--- config.mk ---
export PLATFORM = sky130hd
export DESIGN_NAME = quad_dac_front
export DESIGN_NICKNAME = d
export VERILOG_FILES = /design/src/rtl/qdac_pkg.sv /design/src/rtl/qdac_ctrl.sv /design/src/rtl/qdac_input_bank.sv /design/src/rtl/qdac_therm_enc.sv /design/src/rtl/qdac_output_bank.sv /design/src/rtl/quad_dac_front.sv
export SDC_FILE = /design/constraint.sdc
export NUM_CORES = 1
export LEC_CHECK = 0
export BUFFER_PORTS_ARGS = -buffer_cell sky130_fd_sc_hd__buf_2
export CELL_PAD_IN_SITES_DETAIL_PLACEMENT = 0
export CELL_PAD_IN_SITES_GLOBAL_PLACEMENT = 1
export CORE_MARGIN = 1
export CORE_UTILIZATION = 44
export CTS_BUF_LIST = sky130_fd_sc_hd__clkbuf_8
export CTS_CLUSTER_DIAMETER = 100
export DETAILED_ROUTE_END_ITERATION = 16
export PLACE_DENSITY = 0.91
export SYNTH_ARGS = -nofsm -noshare
export SYNTH_HDL_FRONTEND = slang
export SYNTH_SLANG_ARGS = --single-unit
--- constraint.sdc ---
create_clock -name clk -period 7.45 [get_ports clk]
set_input_delay 0.3725 -clock clk [delete_from_list [all_inputs] [get_ports clk]]
set_output_delay 0.3725 -clock clk [all_outputs]
set_load 0.01 [all_outputs]
--- src/rtl/qdac_pkg.sv ---
// Package: shared action encoding for the converter register front end.
// Assumes: consumers decode at most one output-stage action per cycle.
package qdac_pkg;

    // Output-stage action chosen each cycle; CLEAR outranks LOAD.
    typedef enum logic [1:0] {
        OUT_HOLD  = 2'd0,
        OUT_LOAD  = 2'd1,
        OUT_CLEAR = 2'd2
    } out_act_e;

endpackage

--- src/rtl/qdac_ctrl.sv ---
// Module: strobe decoder. Turns the active-low strobe levels into a staging
// write enable and a single output-stage action for this clock edge.
// Assumes: strobes are already synchronous to clk.
module qdac_ctrl
    import qdac_pkg::*;
(
    input  logic     cs_n,
    input  logic     wr1_n,
    input  logic     wr2_n,
    input  logic     xfer_n,
    input  logic     clr_n,
    output logic     stage_we,
    output out_act_e out_act
);

    // Staging write needs both select and first write strobe low.
    assign stage_we = ~cs_n & ~wr1_n;

    // Pick the output action; clear has priority over transfer.
    always_comb begin
        if (!wr2_n && !clr_n) begin
            out_act = OUT_CLEAR;
        end else if (!wr2_n && !xfer_n) begin
            out_act = OUT_LOAD;
        end else begin
            out_act = OUT_HOLD;
        end
    end

endmodule

--- src/rtl/qdac_input_bank.sv ---
// Module: per-channel staging registers with full-width and narrow
// (low-nibble from upper bus lines) write modes.
// Assumes: CH is a power of two and DATA_W > NARROW_W.
module qdac_input_bank #(
    parameter int CH       = 4,
    parameter int DATA_W   = 12,
    parameter int NARROW_W = 8,
    localparam int ADDR_W  = (CH > 1) ? $clog2(CH) : 1,
    localparam int LOW_W   = DATA_W - NARROW_W
) (
    input  logic                 clk,
    input  logic                 rst_n,
    input  logic                 stage_we,
    input  logic                 wide_mode,
    input  logic [ADDR_W-1:0]    addr,
    input  logic [DATA_W-1:0]    data_in,
    output logic [CH*DATA_W-1:0] stage_flat
);

    logic [LOW_W-1:0] low_src;

    // Low-nibble source: the bus low lines when wide, the upper lines when narrow.
    assign low_src = wide_mode ? data_in[LOW_W-1:0] : data_in[DATA_W-1 -: LOW_W];

    for (genvar c = 0; c < CH; c++) begin : g_ch
        logic              sel;
        logic              hi_en;
        logic              lo_en;
        logic [DATA_W-1:0] stage_q;

        assign sel   = stage_we && (addr == ADDR_W'(c));
        assign hi_en = sel && wide_mode;
        assign lo_en = sel;

        // Upper field: written only by full-width writes.
        always_ff @(posedge clk) begin
            if (!rst_n) begin
                stage_q[DATA_W-1:LOW_W] <= '0;
            end else if (hi_en) begin
                stage_q[DATA_W-1:LOW_W] <= data_in[DATA_W-1:LOW_W];
            end
        end

        // Low field: written by either mode from the steered source.
        always_ff @(posedge clk) begin
            if (!rst_n) begin
                stage_q[LOW_W-1:0] <= '0;
            end else if (lo_en) begin
                stage_q[LOW_W-1:0] <= low_src;
            end
        end

        assign stage_flat[c*DATA_W +: DATA_W] = stage_q;
    end

endmodule

--- src/rtl/qdac_therm_enc.sv ---
// Module: binary-to-thermometer encoder for the top code bits.
// Assumes: output line k is set when the input value exceeds k.
module qdac_therm_enc #(
    parameter int MSB_W    = 3,
    localparam int THERM_W = (1 << MSB_W) - 1
) (
    input  logic [MSB_W-1:0]   bin,
    output logic [THERM_W-1:0] therm
);

    // One comparator per line.
    for (genvar k = 0; k < THERM_W; k++) begin : g_line
        assign therm[k] = (32'(bin) > k);
    end

endmodule

--- src/rtl/qdac_output_bank.sv ---
// Module: output registers holding thermometer lines plus low bits per
// channel; loads all channels together, clears all to midscale.
// Assumes: one action per cycle from qdac_ctrl.
module qdac_output_bank
    import qdac_pkg::*;
#(
    parameter int CH       = 4,
    parameter int DATA_W   = 12,
    parameter int MSB_W    = 3,
    localparam int THERM_W = (1 << MSB_W) - 1,
    localparam int LSB_W   = DATA_W - MSB_W,
    localparam int MID_MSB = 1 << (MSB_W - 1),
    localparam logic [THERM_W-1:0] MID_THERM = THERM_W'((1 << MID_MSB) - 1)
) (
    input  logic                  clk,
    input  logic                  rst_n,
    input  out_act_e              out_act,
    input  logic [CH*DATA_W-1:0]  stage_flat,
    output logic [CH*THERM_W-1:0] therm_flat,
    output logic [CH*LSB_W-1:0]   low_flat,
    output logic [CH*DATA_W-1:0]  code_flat
);

    for (genvar c = 0; c < CH; c++) begin : g_ch
        logic [DATA_W-1:0]  stage_w;
        logic [THERM_W-1:0] therm_d;
        logic [THERM_W-1:0] therm_q;
        logic [LSB_W-1:0]   low_q;
        logic [MSB_W-1:0]   msb_bin;

        assign stage_w = stage_flat[c*DATA_W +: DATA_W];

        qdac_therm_enc #(.MSB_W(MSB_W)) u_enc (
            .bin   (stage_w[DATA_W-1 -: MSB_W]),
            .therm (therm_d)
        );

        // Output register: reset and clear force midscale, load copies stage.
        always_ff @(posedge clk) begin
            if (!rst_n) begin
                therm_q <= MID_THERM;
                low_q   <= '0;
            end else begin
                case (out_act)
                    OUT_CLEAR: begin
                        therm_q <= MID_THERM;
                        low_q   <= '0;
                    end
                    OUT_LOAD: begin
                        therm_q <= therm_d;
                        low_q   <= stage_w[LSB_W-1:0];
                    end
                    default: begin
                        therm_q <= therm_q;
                        low_q   <= low_q;
                    end
                endcase
            end
        end

        // Rebuild the binary top bits by counting set thermometer lines.
        always_comb begin
            msb_bin = '0;
            for (int k = 0; k < THERM_W; k++) begin
                msb_bin = msb_bin + MSB_W'(therm_q[k]);
            end
        end

        assign therm_flat[c*THERM_W +: THERM_W] = therm_q;
        assign low_flat[c*LSB_W +: LSB_W]       = low_q;
        assign code_flat[c*DATA_W +: DATA_W]    = {msb_bin, low_q};
    end

endmodule

--- src/rtl/quad_dac_front.sv ---
// Module: top of the four-channel converter register front end.
// Two register stages: addressed staging writes, then a transfer to all
// output registers at once, with a clear to midscale.
// Assumes: all inputs synchronous to clk; rst_n is the power-on reset.
module quad_dac_front
    import qdac_pkg::*;
#(
    parameter int CH       = 4,
    parameter int DATA_W   = 12,
    parameter int MSB_W    = 3,
    parameter int NARROW_W = 8,
    localparam int ADDR_W  = (CH > 1) ? $clog2(CH) : 1,
    localparam int THERM_W = (1 << MSB_W) - 1,
    localparam int LSB_W   = DATA_W - MSB_W
) (
    input  logic                  clk,
    input  logic                  rst_n,
    input  logic [DATA_W-1:0]     data_in,
    input  logic [ADDR_W-1:0]     addr,
    input  logic                  cs_n,
    input  logic                  wr1_n,
    input  logic                  wr2_n,
    input  logic                  xfer_n,
    input  logic                  clr_n,
    input  logic                  wide_mode,
    output logic [CH*THERM_W-1:0] dac_therm,
    output logic [CH*LSB_W-1:0]   dac_low,
    output logic [CH*DATA_W-1:0]  dac_code
);

    logic                 stage_we;
    out_act_e             out_act;
    logic [CH*DATA_W-1:0] stage_flat;

    qdac_ctrl u_ctrl (
        .cs_n     (cs_n),
        .wr1_n    (wr1_n),
        .wr2_n    (wr2_n),
        .xfer_n   (xfer_n),
        .clr_n    (clr_n),
        .stage_we (stage_we),
        .out_act  (out_act)
    );

    qdac_input_bank #(.CH(CH), .DATA_W(DATA_W), .NARROW_W(NARROW_W)) u_in (
        .clk        (clk),
        .rst_n      (rst_n),
        .stage_we   (stage_we),
        .wide_mode  (wide_mode),
        .addr       (addr),
        .data_in    (data_in),
        .stage_flat (stage_flat)
    );

    qdac_output_bank #(.CH(CH), .DATA_W(DATA_W), .MSB_W(MSB_W)) u_out (
        .clk        (clk),
        .rst_n      (rst_n),
        .out_act    (out_act),
        .stage_flat (stage_flat),
        .therm_flat (dac_therm),
        .low_flat   (dac_low),
        .code_flat  (dac_code)
    );

endmodule

# Word level (Yosys, flattened, before mapping)
# Cells that the tools add are included.
[op_classes]
addsub = 24
n_mul = 0
div = 0
n_lt_le_gt_ge = 28
eq_ne = 5
shift = 0
n_mux = 11
bitwise = 3
n_reduce_logical = 15
[op_table]
columns = ["op", "n"]
rows = [
  ["case mux 9 bit (2 select lines)", 4],
  ["adder 3 x 1 -> 3 bit", 20],
  ["case mux 7 bit (2 select lines)", 4],
  ["> comparator 3 bit (second input constant)", 12],
  ["> comparator 3 x 1 -> 1 bit (second input constant)", 8],
  ["> comparator 3 x 2 -> 1 bit (second input constant)", 8],
  ["logical AND 1 bit", 10],
  ["adder 1 x 1 -> 2 bit", 4],
  ["equality test 2 bit (second input constant)", 3],
  ["equality test 2 x 1 -> 1 bit (second input constant)", 2],
  ["two-way mux 4 bit", 1],
  ["zero test 1 bit", 3],
  ["zero test 2 bit", 1],
  ["two-way mux 2 bit", 1],
  ["NOT 1 bit", 2],
  ["nonzero test 2 bit", 1],
  ["bitwise AND 1 bit", 1],
  ["two-way mux 1 bit", 1],
]
[word_totals]
ff_bits = 112
latchBits = 0
mem_bits_rw = 0
mem_bits_ro = 0
input_bits = 22
out_inout_bits = 112
n_memories = 0

# Logic depth before layout (Yosys ltp)
[logic_depth]
depth_word = 6
depth_mapped = 9

# By module
# Synthesis repeated with hierarchy kept, for this count alone.
[unflattened]
hier_cells = 563
area_unflattened_um2 = 5190.0
[modules_own_cells]
columns = ["module", "n_inst", "cells_per_inst", "area_per_inst_um2", "seq_area_each_um2"]
rows = [
  ["qdac_output_bank", 1, 353, 3265.6, 1281.2],
  ["qdac_input_bank", 1, 179, 1714.1, 960.9],
  ["qdac_therm_enc", 4, 7, 47.5, 0.0],
  ["qdac_ctrl", 1, 3, 20.0, 0.0],
]

# Worst setup path after synthesis
# Ideal clock, no wire load.
[synth_path]
path_type = "register -> output"
from = "register u_out.g_ch[1].therm_q[0]"
to = "output dac_code[23]"
arrival_ns = 2.382
t_required_ns = 7.078
setup_slack_ns = 4.695
path_stages_with_launch = 9
cell_sequence = "dfxtp_1 > ha_1 > inv_1 > fa_1 > fa_1 > inv_1 > ha_1 > fa_1 > xor2_1"
[synth_via]
elab_chain_len = 6
[synth_lines]
columns = ["item", "line_no", "source"]
rows = [
  ["start: declaration", "qdac_output_bank.sv:27", "logic [THERM_W-1:0] therm_q;"],
  ["start signal: assignment", "qdac_output_bank.sv:50", "therm_q <= therm_d;"],
  ["start signal: assignment", "qdac_output_bank.sv:54", "therm_q <= therm_q;"],
  ["adder 1 x 1 -> 2 bit", "qdac_output_bank.sv:65", "msb_bin = msb_bin + MSB_W'(therm_q[k]);"],
  ["adder 3 x 1 -> 3 bit (5 in a row)", "qdac_output_bank.sv:65", ""],
  ["end: declaration", "quad_dac_front.sv:28", "output logic [CH*DATA_W-1:0] dac_code"],
]
# Every way passes these cells.

# Worst setup path in the final report
# Ends and elaborated chain as after synthesis.

==> results.py <==
metrics = {
    "hold_path": {
        "whs_path_depth": 3,
        "hold_path_class": "in -> reg",
        "min_to": "u_in.stage_flat[11]",
        "worstHoldStart": "data_in[11]",
    },
    "placed_design": {
        "gp_congestion": 0.780,
        "hpwl_mm": 7.42,
        "portBuffers": 133,
        "pre_cts_ws_ps": 4580,
        "post-place-cells": 727,
    },
    "setup_path": {
        "crit_buf_inv": 3,
        "cp_common_cell": "fa_1",
        "worstPathCellList": "ha_1, inv_1, fa_1, fa_1, inv_1, ha_1, fa_1, xor2_1, buf_2",
        "worstPathArrival_ps": 2870,
        "end_kind": "output pin",
        "critPathMaxStageDelay_ps": 490,
        "r2r_slack_ps": 6500,
        "r2r_cells": 3,
        "slowest_stage": "fa_1",
        "crit_fanout": 3,
        "crit_type": "reg -> out",
        "cp_data_required_time_ps": 7080,
        "rr_endpoint": "u_out.g_ch[0].therm_q[2]",
        "startpoint_type": "register",
        "critPathTopFamily": "adder cells",
        "r2r_start": "u_in.stage_flat[11]",
    },
    "outcome": {
        "status": "finished, final reports clean",
    },
    "yosys": {
        "synth.cell_area_um2": 5050,
        "synth_seq_cells": 112,
        "syn_avg_cell_area_um2": 9.71,
        "ys_warn_count": 0,
        "synth_fp_nets": 566,
        "synthCells": 520,
        "synth_cell_types": 35,
        "synth_seq_area_share": 0.444,
    },
    "routing": {
        "wl_mm": 10.6,
        "dr_total_vias": 3757,
        "drt_first_pass_iters": 4,
        "vias_per_cell": 5.06,
        "drc": 0,
        "post_drt_wl_per_cell_um": 14.3,
        "ant_nets": 0,
        "drtIter0Drc": 110,
    },
    "sta": {
        "setup_viol": 0,
        "setup_ws_ps": 4210,
        "worst_pin_slew_ps": 1170,
        "fin_hold_ws_ps": 373,
        "hold_viol": 0,
        "max_freq_mhz": 309,
        "fin_crit_ps": 3240,
        "drv_slew": 0,
        "maxSlewHeadroom": 0.222,
        "rsz0062_at_grt": "no",
        "skew_ps": 13.0,
        "timing.final.crit_share": 0.435,
        "fin_tns_setup_ps": 0,
    },
    "clocking": {
        "cts-root-buf": "clkbuf_8",
        "clock-sinks": 112,
        "cts_setup_buffers": 0,
        "cts_max_level": 3,
        "cts_resized": 0,
        "cts_made_buffers": 9,
        "insertion_delay_ps": 360,
        "clockBufferDepth": 2,
        "cts_tree": "done",
        "clk_pin_slew_ps": 100,
        "cts-hold-fix-buffers": 0,
    },
    "floorplanning": {
        "die_area_um2": 11900,
        "fp.dieW_um": 109,
        "io_pins": 134,
        "core_area_um2": 11000,
        "dieHeight_um": 109,
        "initial_core_util": 0.458,
        "rows": 38,
    },
    "grt": {
        "antenna_found_initial": 0,
        "gr-total-overflow": 0,
        "grt.total_usage": 0.185,
        "grt_pass1_wl_mm": 17.1,
        "grt_pass1_vias": 3470,
        "grt_max_degree": 129,
    },
    "power_and_ir_drop": {
        "power_density_nw_per_um2": 196,
        "p_total_uw": 1110,
        "ir_drop_uv": 98.1,
        "leakage_uw": 0.00278,
    },
    "job": {
        "maxCapViolCount": 0,
    },
    "layout": {
        "fin_nets": 644,
        "layout_common_cells": "buf_2, dfxtp_1, nand2_1",
        "drive_gt1_frac": 0.260,
        "final_common_cell": "buf_2",
        "diodes": 0,
        "instances_no_fill": 743,
        "area_growth_pct": 12.2,
    },
}
==> cells in the mapped netlist, drive strengths merged <==
cell	number	area share
nor2	2	0.0015
o21ai	20	0.020
fa	12	0.048
nor4	1	0.0042
dfxtp	112	0.44
inv	36	0.027
ha	12	0.030
and4bb	1	0.0025
buf	50	0.071
o2bb2ai	1	0.0017
nor4b	2	0.0094
nand2b	4	0.0050
a22oi	36	0.054
mux2i	36	0.071
o211a	16	0.032
a21oi	1	0.00099
nor3b	2	0.0062
nand4	7	0.0087
nand3b	2	0.0030
nand3	24	0.024
xor2	2	0.0035
xnor2	2	0.0035
clkbuf	17	0.013
and3	1	0.0012
o2111ai	4	0.0069
nor2b	36	0.045
nand2	76	0.057
a21o	5	0.0074
==> how the worst max path moves through the flow <==
stage,start,to,cells after the start
floorplan,u_out.g_ch[1].therm_q[0],dac_code[23],8
finish,u_out.g_ch[1].therm_q[0],dac_code[23],9
detailed placement,u_out.g_ch[1].therm_q[0],dac_code[23],9
CTS,u_out.g_ch[1].therm_q[0],dac_code[23],9
global route,u_out.g_ch[0].therm_q[1],dac_code[11],10
global placement,u_out.g_ch[2].therm_q[0],dac_code[35],9
==> where the power goes <==
part	switching, uW	total (uW)	internal (uW)
sequential	8.04	618	610
clock	201	334	132
combinational	94.1	159	65.1
==> flip-flops by register name, summed over array words and instances, names as in the netlist <==
name and cells:
u_in.stage_flat 48, u_out.g_ch.low_q 36, u_out.g_ch.therm_q 28
==> cell families after synthesis <==
logic type / Yosys count / share of synthesized area
AO/OA/AOI/OAI: 83 / 0.122
buffers and inverters: 103 / 0.111
multiplexers: 36 / 0.0714
flip-flops: 112 / 0.444
AND/OR/NAND/NOR: 158 / 0.167
adder cells (fa/ha/maj): 24 / 0.0773
XOR/XNOR: 4 / 0.00694
==> worst register-to-register path, stage by stage, from the launching register on <==
cell and delay, ps:
dfxtp_1 350, nand2b_1 80, a21o_1 200, o2111ai_1 140
==> metal layers <==
| metal | vias to the layer above | track usage | wire, um |
|---|---|---|---|
| met2 | 110 | 0.309 | 5030 |
| met4 | 0 | 0.0598 | 134 |
| met5 | - | 0 | 0 |
| li1 | 1875 | - | - |
| met3 | 13 | 0.0341 | 461 |
| met1 | 1759 | 0.239 | 5000 |
==> final cells by class <==
| type | instances | area [um^2] |
|---|---|---|
| multi-input combinational | 305 | 2250 |
| sequential | 112 | 2240 |
| fill | 1033 | 5370 |
| clock inverter | 6 | 42.5 |
| clock buffer | 10 | 138 |
| inverter | 36 | 135 |
| tap | 140 | 175 |
| timing repair buffer | 134 | 676 |
==> per-stage QoR <==
stage	util	cell area (um^2)
2_1_floorplan	-	5050
3_3_place_gp	0.497	5480
3_5_place_dp	0.497	5480
4_1_cts	0.513	5660
5_1_grt	0.513	5660
6_report	0.513	5660
(Power assumes the default switching activity.)
